===== src/rtl/intc_pkg.sv =====
package intc_pkg;
  // configuration register select
  typedef enum logic {
    CFG_BASE = 1'b0,
    CFG_MASK = 1'b1
  } cfg_sel_e;
endpackage


===== src/rtl/intc_prio_enc.sv =====
// Finds the lowest set index of a request vector.
module intc_prio_enc #(
  parameter int N  = 8,
  parameter int IW = $clog2(N)
) (
  input  logic [N-1:0]  vec_in,
  output logic          found,
  output logic [IW-1:0] idx
);
  always_comb begin
    found = 1'b0;
    idx   = '0;
    for (int i = N - 1; i >= 0; i--) begin
      if (vec_in[i]) begin
        found = 1'b1;
        idx   = IW'(i);
      end
    end
  end
endmodule


===== src/rtl/intc_req_capture.sv =====
// Rising-edge capture of request lines into a pending set.
module intc_req_capture #(
  parameter int N = 8
) (
  input  logic         clk,
  input  logic         rst,
  input  logic [N-1:0] irq_in,
  input  logic [N-1:0] clr_vec,
  output logic [N-1:0] pend
);
  logic [N-1:0] line_q;

  for (genvar g = 0; g < N; g++) begin : g_line
    logic rise;
    assign rise = irq_in[g] & ~line_q[g];
    always_ff @(posedge clk) begin
      if (rst) begin
        line_q[g] <= 1'b0;
        pend[g]   <= 1'b0;
      end else begin
        line_q[g] <= irq_in[g];
        pend[g]   <= (pend[g] & ~clr_vec[g]) | rise;
      end
    end
  end


  pend_hold_chk: assert property (@(posedge clk) disable iff (rst)
    ((~pend & $past(pend) & ~$past(clr_vec)) == '0));


  pend_rise_chk: assert property (@(posedge clk) disable iff (rst)
    ((pend & ~$past(pend) & ~$past(irq_in)) == '0));
endmodule


===== src/rtl/intc_isr_track.sv =====
// In-service set with end-of-interrupt retirement of the top entry.
module intc_isr_track #(
  parameter int N  = 8,
  parameter int IW = $clog2(N)
) (
  input  logic          clk,
  input  logic          rst,
  input  logic [N-1:0]  set_vec,
  input  logic          eoi,
  output logic          top_found,
  output logic [IW-1:0] top_idx
);
  logic [N-1:0] isr;
  logic [N-1:0] retire;

  intc_prio_enc #(.N(N), .IW(IW)) u_top (
    .vec_in (isr),
    .found  (top_found),
    .idx    (top_idx)
  );

  for (genvar g = 0; g < N; g++) begin : g_ret
    assign retire[g] = eoi && top_found && (top_idx == IW'(g));
  end

  always_ff @(posedge clk) begin
    if (rst) isr <= '0;
    else     isr <= (isr & ~retire) | set_vec;
  end


  eoi_single_chk: assert property (@(posedge clk) disable iff (rst)
    eoi |=> ($countones($past(isr) & ~isr) <= 1));


  isr_keep_chk: assert property (@(posedge clk) disable iff (rst)
    !eoi |=> ((~isr & $past(isr)) == '0));
endmodule


===== src/rtl/prio_vec_intc.sv =====
module prio_vec_intc #(
  parameter int N_IRQ    = 8,
  parameter int VEC_W    = 8,
  parameter bit CASC_EN  = 1'b0,
  parameter int CASC_IDX = 2
) (
  input  logic             clk,
  input  logic             rst,
  input  logic [N_IRQ-1:0] irq_in,
  input  logic             cfg_we,
  input  logic             cfg_sel,
  input  logic [VEC_W-1:0] cfg_data,
  input  logic             eoi,
  input  logic             int_ack,
  output logic             int_out,
  output logic [VEC_W-1:0] vec_out,
  output logic             vec_valid,
  output logic             casc_sel
);
  import intc_pkg::*;

  localparam int IW = $clog2(N_IRQ);

  logic [VEC_W-1:0] base_r;
  logic [N_IRQ-1:0] mask_r;
  logic [N_IRQ-1:0] pend;
  logic [N_IRQ-1:0] cand;
  logic [N_IRQ-1:0] ack_onehot;
  logic             win_found;
  logic [IW-1:0]    win_idx;
  logic             svc_found;
  logic [IW-1:0]    svc_idx;
  logic             eligible;
  logic             take;
  logic             to_slave;

  intc_req_capture #(.N(N_IRQ)) u_cap (
    .clk     (clk),
    .rst     (rst),
    .irq_in  (irq_in),
    .clr_vec (ack_onehot),
    .pend    (pend)
  );

  assign cand = pend & ~mask_r;

  intc_prio_enc #(.N(N_IRQ), .IW(IW)) u_win (
    .vec_in (cand),
    .found  (win_found),
    .idx    (win_idx)
  );

  intc_isr_track #(.N(N_IRQ), .IW(IW)) u_isr (
    .clk       (clk),
    .rst       (rst),
    .set_vec   (ack_onehot),
    .eoi       (eoi),
    .top_found (svc_found),
    .top_idx   (svc_idx)
  );

  // a request may preempt only a strictly higher-index handler
  assign eligible = win_found && (!svc_found || (win_idx < svc_idx));
  assign take     = int_ack && eligible;
  assign to_slave = CASC_EN && (win_idx == IW'(CASC_IDX));

  for (genvar g = 0; g < N_IRQ; g++) begin : g_ack
    assign ack_onehot[g] = take && (win_idx == IW'(g));
  end

  always_ff @(posedge clk) begin
    if (rst) begin
      base_r <= '0;
      mask_r <= '0;
    end else if (cfg_we) begin
      if (cfg_sel_e'(cfg_sel) == CFG_BASE) base_r <= cfg_data;
      else                                 mask_r <= cfg_data[N_IRQ-1:0];
    end
  end

  always_ff @(posedge clk) begin
    if (rst) begin
      int_out   <= 1'b0;
      vec_out   <= '0;
      vec_valid <= 1'b0;
      casc_sel  <= 1'b0;
    end else begin
      int_out   <= eligible && !int_ack;
      vec_valid <= take && !to_slave;
      casc_sel  <= take && to_slave;
      if (take && !to_slave) vec_out <= {base_r[VEC_W-1:IW], win_idx};
    end
  end


  vec_after_ack_chk: assert property (@(posedge clk) disable iff (rst)
    vec_valid |-> $past(int_ack));


  casc_excl_chk: assert property (@(posedge clk) disable iff (rst)
    !(vec_valid && casc_sel));


  ack_onehot_chk: assert property (@(posedge clk) disable iff (rst)
    $onehot0(ack_onehot));


  idle_ack_chk: assert property (@(posedge clk) disable iff (rst)
    (int_ack && !eligible) |=> (!vec_valid && !casc_sel));
endmodule


===== config.mk =====
export PLATFORM = sky130hd
export DESIGN_NAME = prio_vec_intc
export DESIGN_NICKNAME = d
export VERILOG_FILES = /design/src/rtl/intc_pkg.sv /design/src/rtl/intc_prio_enc.sv /design/src/rtl/intc_req_capture.sv /design/src/rtl/intc_isr_track.sv /design/src/rtl/prio_vec_intc.sv
export SDC_FILE = /design/constraint.sdc
export NUM_CORES = 1
export LEC_CHECK = 0
export BUFFER_PORTS_ARGS = -buffer_cell sky130_fd_sc_hd__buf_2
export CAP_MARGIN = 25
export CELL_PAD_IN_SITES_DETAIL_PLACEMENT = 1
export CELL_PAD_IN_SITES_GLOBAL_PLACEMENT = 2
export CORE_ASPECT_RATIO = 1.1
export CORE_MARGIN = 8
export CORE_UTILIZATION = 36
export CTS_CLUSTER_DIAMETER = 120
export DETAILED_ROUTE_END_ITERATION = 10
export PLACE_DENSITY = 0.92
export REMOVE_ABC_BUFFERS = 1
export SLEW_MARGIN = 20
export SYNTH_ARGS = -nofsm -noshare
export SYNTH_HDL_FRONTEND = slang
export SYNTH_SLANG_ARGS = --single-unit

===== constraint.sdc =====
create_clock -name clk -period 4.5 [get_ports clk]
set_clock_uncertainty 0.2 [all_clocks]
set_input_delay 0.225 -clock clk [delete_from_list [all_inputs] [get_ports clk]]
set_output_delay 0.225 -clock clk [all_outputs]
set_load 0.1 [all_outputs]

==> impl_metrics.tcl, run 1 <==
set metrics [dict create \
    status "completed" \
    grt_pass1_vias 1955 \
    drive_gt1_share_pct 16.7 \
    row_count 28 \
    area_growth_pct 23.8 \
    grt_pass1_wl_um 9160 \
    wl_per_cell_um 14.8 \
    clock_sinks 47 \
    fill_cells 662 \
    via_per_inst 4.96 \
    r2r_slack_ns 1.68 \
    post_synth.cell_area_avg_um2 8.77 \
    vias 1771 \
    synth-seq-cells 47 \
    finalHoldViolCount 0 \
    crit_start "u_cap.pend[6]$_SDFF_PP0_" \
    cts_setup_buffers 0 \
    antenna_cells 0 \
    die_x_um 87.9 \
    drt-total-wl_um 5270 \
    setup-violations-final 0 \
    cts.clk_slew.worst_paths_ns 0.10 \
    drc_errors 0 \
    finalSetupTns_ns 0 \
    synth.distinct_cells 41 \
    min_period_ns 2.82 \
    synth_top_area_share_pct 46.0 \
    ir_drop_uv 177 \
    synth_edf_count 0 \
    die_h_um 95.0 \
    yosys-top-cells-count "dfxtp_1, nand2_1, a21oi_1, nor2_1, nor2b_1" \
    ios 33 \
    power_density_mw_per_mm2 420 \
    dieArea_mm2 0.00835 \
    coreArea_mm2 0.00543 \
    crit_type "reg2reg" \
    dpl.hpwl_um 3860 \
    cp_data_arrival_time_ns 2.83 \
    layout.nets 305 \
    finalPower_w 0.00106 \
    design_area_mm2 0.00253 \
    grt.total_usage_pct 13.9 \
    seqCellArea_um2 941 \
    cp-end-kind "flip-flop" \
    hp-class "in2reg" \
    r2r_cells 9 \
    critical_path.startpoint_type "flip-flop" \
    r2r_end "u_cap.pend[3]$_SDFF_PP0_" \
    gp_congestion 0.801 \
    worst_pin_slew_ns 0.750 \
    io_buffers 31 \
    drt_iter0_markers 48 \
    cts_tree "done" \
    hold_end "mask_r[3]$_SDFFE_PP0P_" \
    multi_input_area_mm2 0.00104 \
    yosysSeqAreaShare_pct 46.0 \
    ant_nets 0 \
    clock_path_buffers 2 \
    fin_crit_sh_pct 62.7 \
    postSynthCellCount 233 \
    synth_most_common_cell "dfxtp_1" \
    power_leakage_nw 0.999 \
    hp-start "cfg_we" \
    final_max_slew_viol_count 0 \
    drt_pass1_iterations 4 \
    yosys.area.top_type "dfxtp_1" \
    maxSlewHeadroom_pct 49.7 \
    whs_ns 0.0668 \
    yosys-top-cells-area "dfxtp_1, a21oi_1, nor2b_1" \
    max_freq_mhz 354 \
    yosysWarnings 0 \
    h-tree-depth 2 \
    critical_path_required_ns 4.51 \
    numCtsBuffers 5 \
    start_util_pct 37.6 \
    synth-main-ff-cell "dfxtp_1" \
    maxCapViolCount 0 \
    async_flop_share_pct 0 \
    clkLatencyLatePin_ns 0.31 \
    whs_path_depth 3 \
    reg2reg_from "u_cap.pend[6]$_SDFF_PP0_" \
    placed_cell_area_mm2 0.00227 \
    cp_max_fo 6 \
    grt_setup_unrepaired "false" \
    clock-root-buffer "clkbuf_8" \
    grt.overflow.total 0 \
    antenna_found_initial 0 \
    netlist_area_mm2 0.00204 \
    grt_max_degree 43 \
]
## how the worst max path moves through the flow
stage / endpoint / slack [ns] / depth (start not counted)
after floorplan: u_cap.pend[1]$_SDFF_PP0_ / 2.07 / 9
after CTS: u_cap.pend[3]$_SDFF_PP0_ / 1.65 / 9
after global routing: u_cap.pend[3]$_SDFF_PP0_ / 1.45 / 9
after global placement: u_cap.pend[3]$_SDFF_PP0_ / 1.71 / 9
final: u_cap.pend[3]$_SDFF_PP0_ / 1.68 / 9
after detailed placement: u_cap.pend[3]$_SDFF_PP0_ / 1.68 / 9
## layer usage
layer,share of wire (%),GRT usage (%),vias to the layer above
li1,-,-,900
met1,45,15.1,832
met2,51,25.5,33
met3,3.2,3.53,6
met4,1.2,4.73,0
met5,0,0,-
## area by class of cell
type | count | share of cell area [%]
Tap cell | 75 | 3.71
Inverter | 8 | 1.19
Multi-Input combinational cell | 170 | 41.1
Clock inverter | 3 | 0.989
Timing Repair Buffer | 49 | 13.1
Clock buffer | 5 | 2.72
Sequential cell | 47 | 37.2
## kinds of logic after synthesis
group / Yosys count / share of synthesized area [%]
fa+ha+maj: 2 / 1.22
compound gates: 65 / 21.5
simple gates: 97 / 25.5
mux: 5 / 2.45
flops: 47 / 46.0
buf+inv: 16 / 3.12
other cells: 1 / 0.183
## layout by cell type (no fill, tap or decap), drive strengths merged, types with 3 or more instances in the layout
cell type,n
a21oi,23
nand2b,9
a31o,4
mux2i,5
dfxtp,47
nor2b,17
nand2,23
clkinv,3
dlygate4sd3,17
a21o,3
o21ai,16
inv,7
nand3,16
clkbuf,5
buf,32
nor3b,6
o21a,3
nor2,18
## power by group
group          total (W)  leakage (nW)  internal (W)  switching [W]
registers       0.000471         0.386      0.000448      0.0000232
logic           0.000326         0.568      0.000111       0.000215
clock network   0.000266        0.0443      0.000111       0.000155
## stage by stage
step,util (%),setup slack [ns],std cells
after global placement,41.8,1.71,332
after floorplan,-,2.07,225
after CTS,46.6,1.65,357
after detailed placement,41.8,1.68,332
final,46.6,1.68,357
after global routing,46.6,1.45,357
## critical path, stage by stage, from the launching register on
cell	delay, ns
dfxtp_1	0.37
nor2b_1	0.19
o211ai_1	0.11
a31oi_1	0.43
ha_1	0.33
o21a_1	0.22
o22ai_4	0.19
nor3b_4	0.32
nand2_1	0.13
a31o_1	0.24
## registers in the layout, summed over array words and instances, names as in the netlist
register / flops
u_cap.line_q: 8
vec_valid: 1
vec_out: 8
base_r: 5
u_cap.pend: 8
int_out: 1
mask_r: 8
u_isr.isr: 8
## repair_timing
item                                   CTS  global route
hold buffers                            17             0
resized for setup                        0             0
endpoints found under the hold margin   23             0
Note: power is estimated with default switching activity, not from simulation.
==> run 2: changes to the inputs <==
Settings changed: CORE_UTILIZATION 36 to 30, PLACE_DENSITY 0.92 to 0.83.
Clock period 4.5 ns to 2.4 ns, I/O delays scaled along.
==> impl_metrics.tcl, run 2 (synthesis gave the netlist of run 1 again) <==
set metrics [dict create \
    crit_type "reg2reg" \
    whs_ns -0.00423 \
    cts_tree "done" \
    status "complete, but fails checks" \
    row_count 31 \
    clkLatencyLatePin_ns 0.31 \
    min_period_ns 2.43 \
    antenna_cells 0 \
    via_per_inst 4.83 \
    grt.total_usage_pct 12.8 \
    setup_ws_ns -0.0304 \
    power_density_mw_per_mm2 794 \
    start_util_pct 31.0 \
    combPwrFrac_pct 35.0 \
    fill_cells 786 \
    grt_pass1_vias 2131 \
    power_leakage_nw 1.23 \
    vias 1959 \
    drive_gt1_share_pct 31.5 \
    gp_congestion 0.751 \
    pwr-share-clk_pct 28.7 \
    area_growth_pct 49.4 \
    violations "hold timing, setup timing" \
    swShare_pct 33.4 \
    mostFrequentLayoutCells "dfxtp_1, buf_4, buf_2" \
    drt_iter0_markers 89 \
    setup-violations-final 6 \
    die_x_um 94.7 \
    cp_data_arrival_time_ns 2.44 \
    hp-class "in2reg" \
    h-tree-depth 2 \
    finalPower_w 0.00242 \
    grt_setup_unrepaired "true" \
    power.internal_w 0.00161 \
    drc_errors 0 \
    layout.nets 347 \
    dpl.hpwl_um 4340 \
    critical_path_required_ns 2.41 \
    finalSetupTns_ns -0.0945 \
    wl_per_cell_um 15.1 \
    seqCellArea_um2 945 \
    max_freq_mhz 411 \
    coreArea_mm2 0.00659 \
    drt_pass1_iterations 4 \
    io_buffers 31 \
    clock-root-buffer "clkbuf_8" \
    antenna_found_initial 0 \
    maxSlewHeadroom_pct 61.0 \
    ir_drop_uv 342 \
    grt_pass1_wl_um 9920 \
    clock_sinks 47 \
    numCtsBuffers 5 \
    dieArea_mm2 0.00972 \
    fin_crit_sh_pct 101 \
    drt-total-wl_um 6120 \
    p_seq_share_pct 36.3 \
    die_h_um 103 \
    critical_path.startpoint_type "flip-flop" \
    worst_pin_slew_ns 0.584 \
    placed_cell_area_mm2 0.00246 \
    power.switching_w 0.000811 \
    finalHoldViolCount 1 \
    multi_input_area_mm2 0.00117 \
    ant_nets 0 \
    clock_path_buffers 2 \
    grt.overflow.total 0 \
    grt_max_degree 31 \
    final_common_cell "dfxtp_1" \
    cts.clk_slew.worst_paths_ns 0.09 \
    cp-end-kind "flip-flop" \
    ios 33 \
    design_area_mm2 0.00305 \
    fin_util_pct 46.3 \
    maxCapViolCount 0 \
    final_max_slew_viol_count 0 \
    cp_max_fo 5 \
]
[run 2: cell types whose count changed in the layout (fill, tap and decap cells not counted), sizes merged]
cell	previous run	this run
dlygate4sd3	17	27
buf	32	64
clkinv	3	1
bufinv	0	2
[run 2: worst max-delay path: stages, from the launching register on]
cell and delay (ns):
dfxtp_2 0.33, nor2b_4 0.12, o211ai_1 0.24, a31oi_2 0.15
ha_1 0.31, o21a_1 0.19, o22ai_4 0.14, nor3b_4 0.32
nand2_1 0.13, a31o_1 0.20
[run 2: what timing repair did]
item,CTS,global route
hold endpoints to repair,25,0
gates resized for setup,17,22
hold buffers,27,0
pin swaps,14,2
buffers inserted,5,4
endpoints found under the setup margin,24,24
[run 2: worst paths after layout]
| kind | start | endpoint | slack [ns] | cells after the start |
|---|---|---|---|---|
| setup / recovery | u_cap.pend[6]$_SDFF_PP0_ | u_cap.pend[3]$_SDFF_PP0_ | -0.03 | 9 |
| setup reg to reg | u_cap.pend[6]$_SDFF_PP0_ | u_cap.pend[3]$_SDFF_PP0_ | -0.03 | 9 |
| hold reg to reg | vec_out[0]$_SDFFE_PP0P_ | vec_out[0]$_SDFFE_PP0P_ | 0.26 | 2 |
| hold / removal | rst | vec_out[5]$_SDFFE_PP0P_ | -0.004 | 2 |
[run 2: final cells by class]
cell class / count / share of cell area (%)
Clock buffer: 5 / 2.25
Sequential cell: 47 / 30.9
Tap cell: 82 / 3.36
Timing Repair Buffer: 91 / 22.0
Multi-Input combinational cell: 170 / 38.2
Clock inverter: 3 / 2.21
Inverter: 8 / 0.983
[run 2: per-layer routing]
| metal | up-vias | track usage, % | routed length (um) |
|---|---|---|---|
| met1 | 939 | 14.1 | 2700 |
| met3 | 6 | 2.69 | 153 |
| met5 | - | 0 | 0 |
| li1 | 992 | - | - |
| met2 | 22 | 23.6 | 3180 |
| met4 | 0 | 3.85 | 88 |
[run 2: power by group through the flow]
stage                     sequential [W]  clock, W  combinational (W)
final                           0.000880  0.000695           0.000849
after global routing            0.000887  0.000733           0.000914
after CTS                       0.000877  0.000702           0.000788
after detailed placement        0.000891         0           0.000704
after global placement          0.000889         0           0.000692
after floorplan                  0.00101         0           0.000336
[run 2: metrics by stage]
step,instances,setup WS [ns]
floorplan,225,-0.0323
global placement,363,-0.104
detailed placement,363,-0.156
CTS,402,0.000324
global route,406,-0.148
finish,406,-0.0304
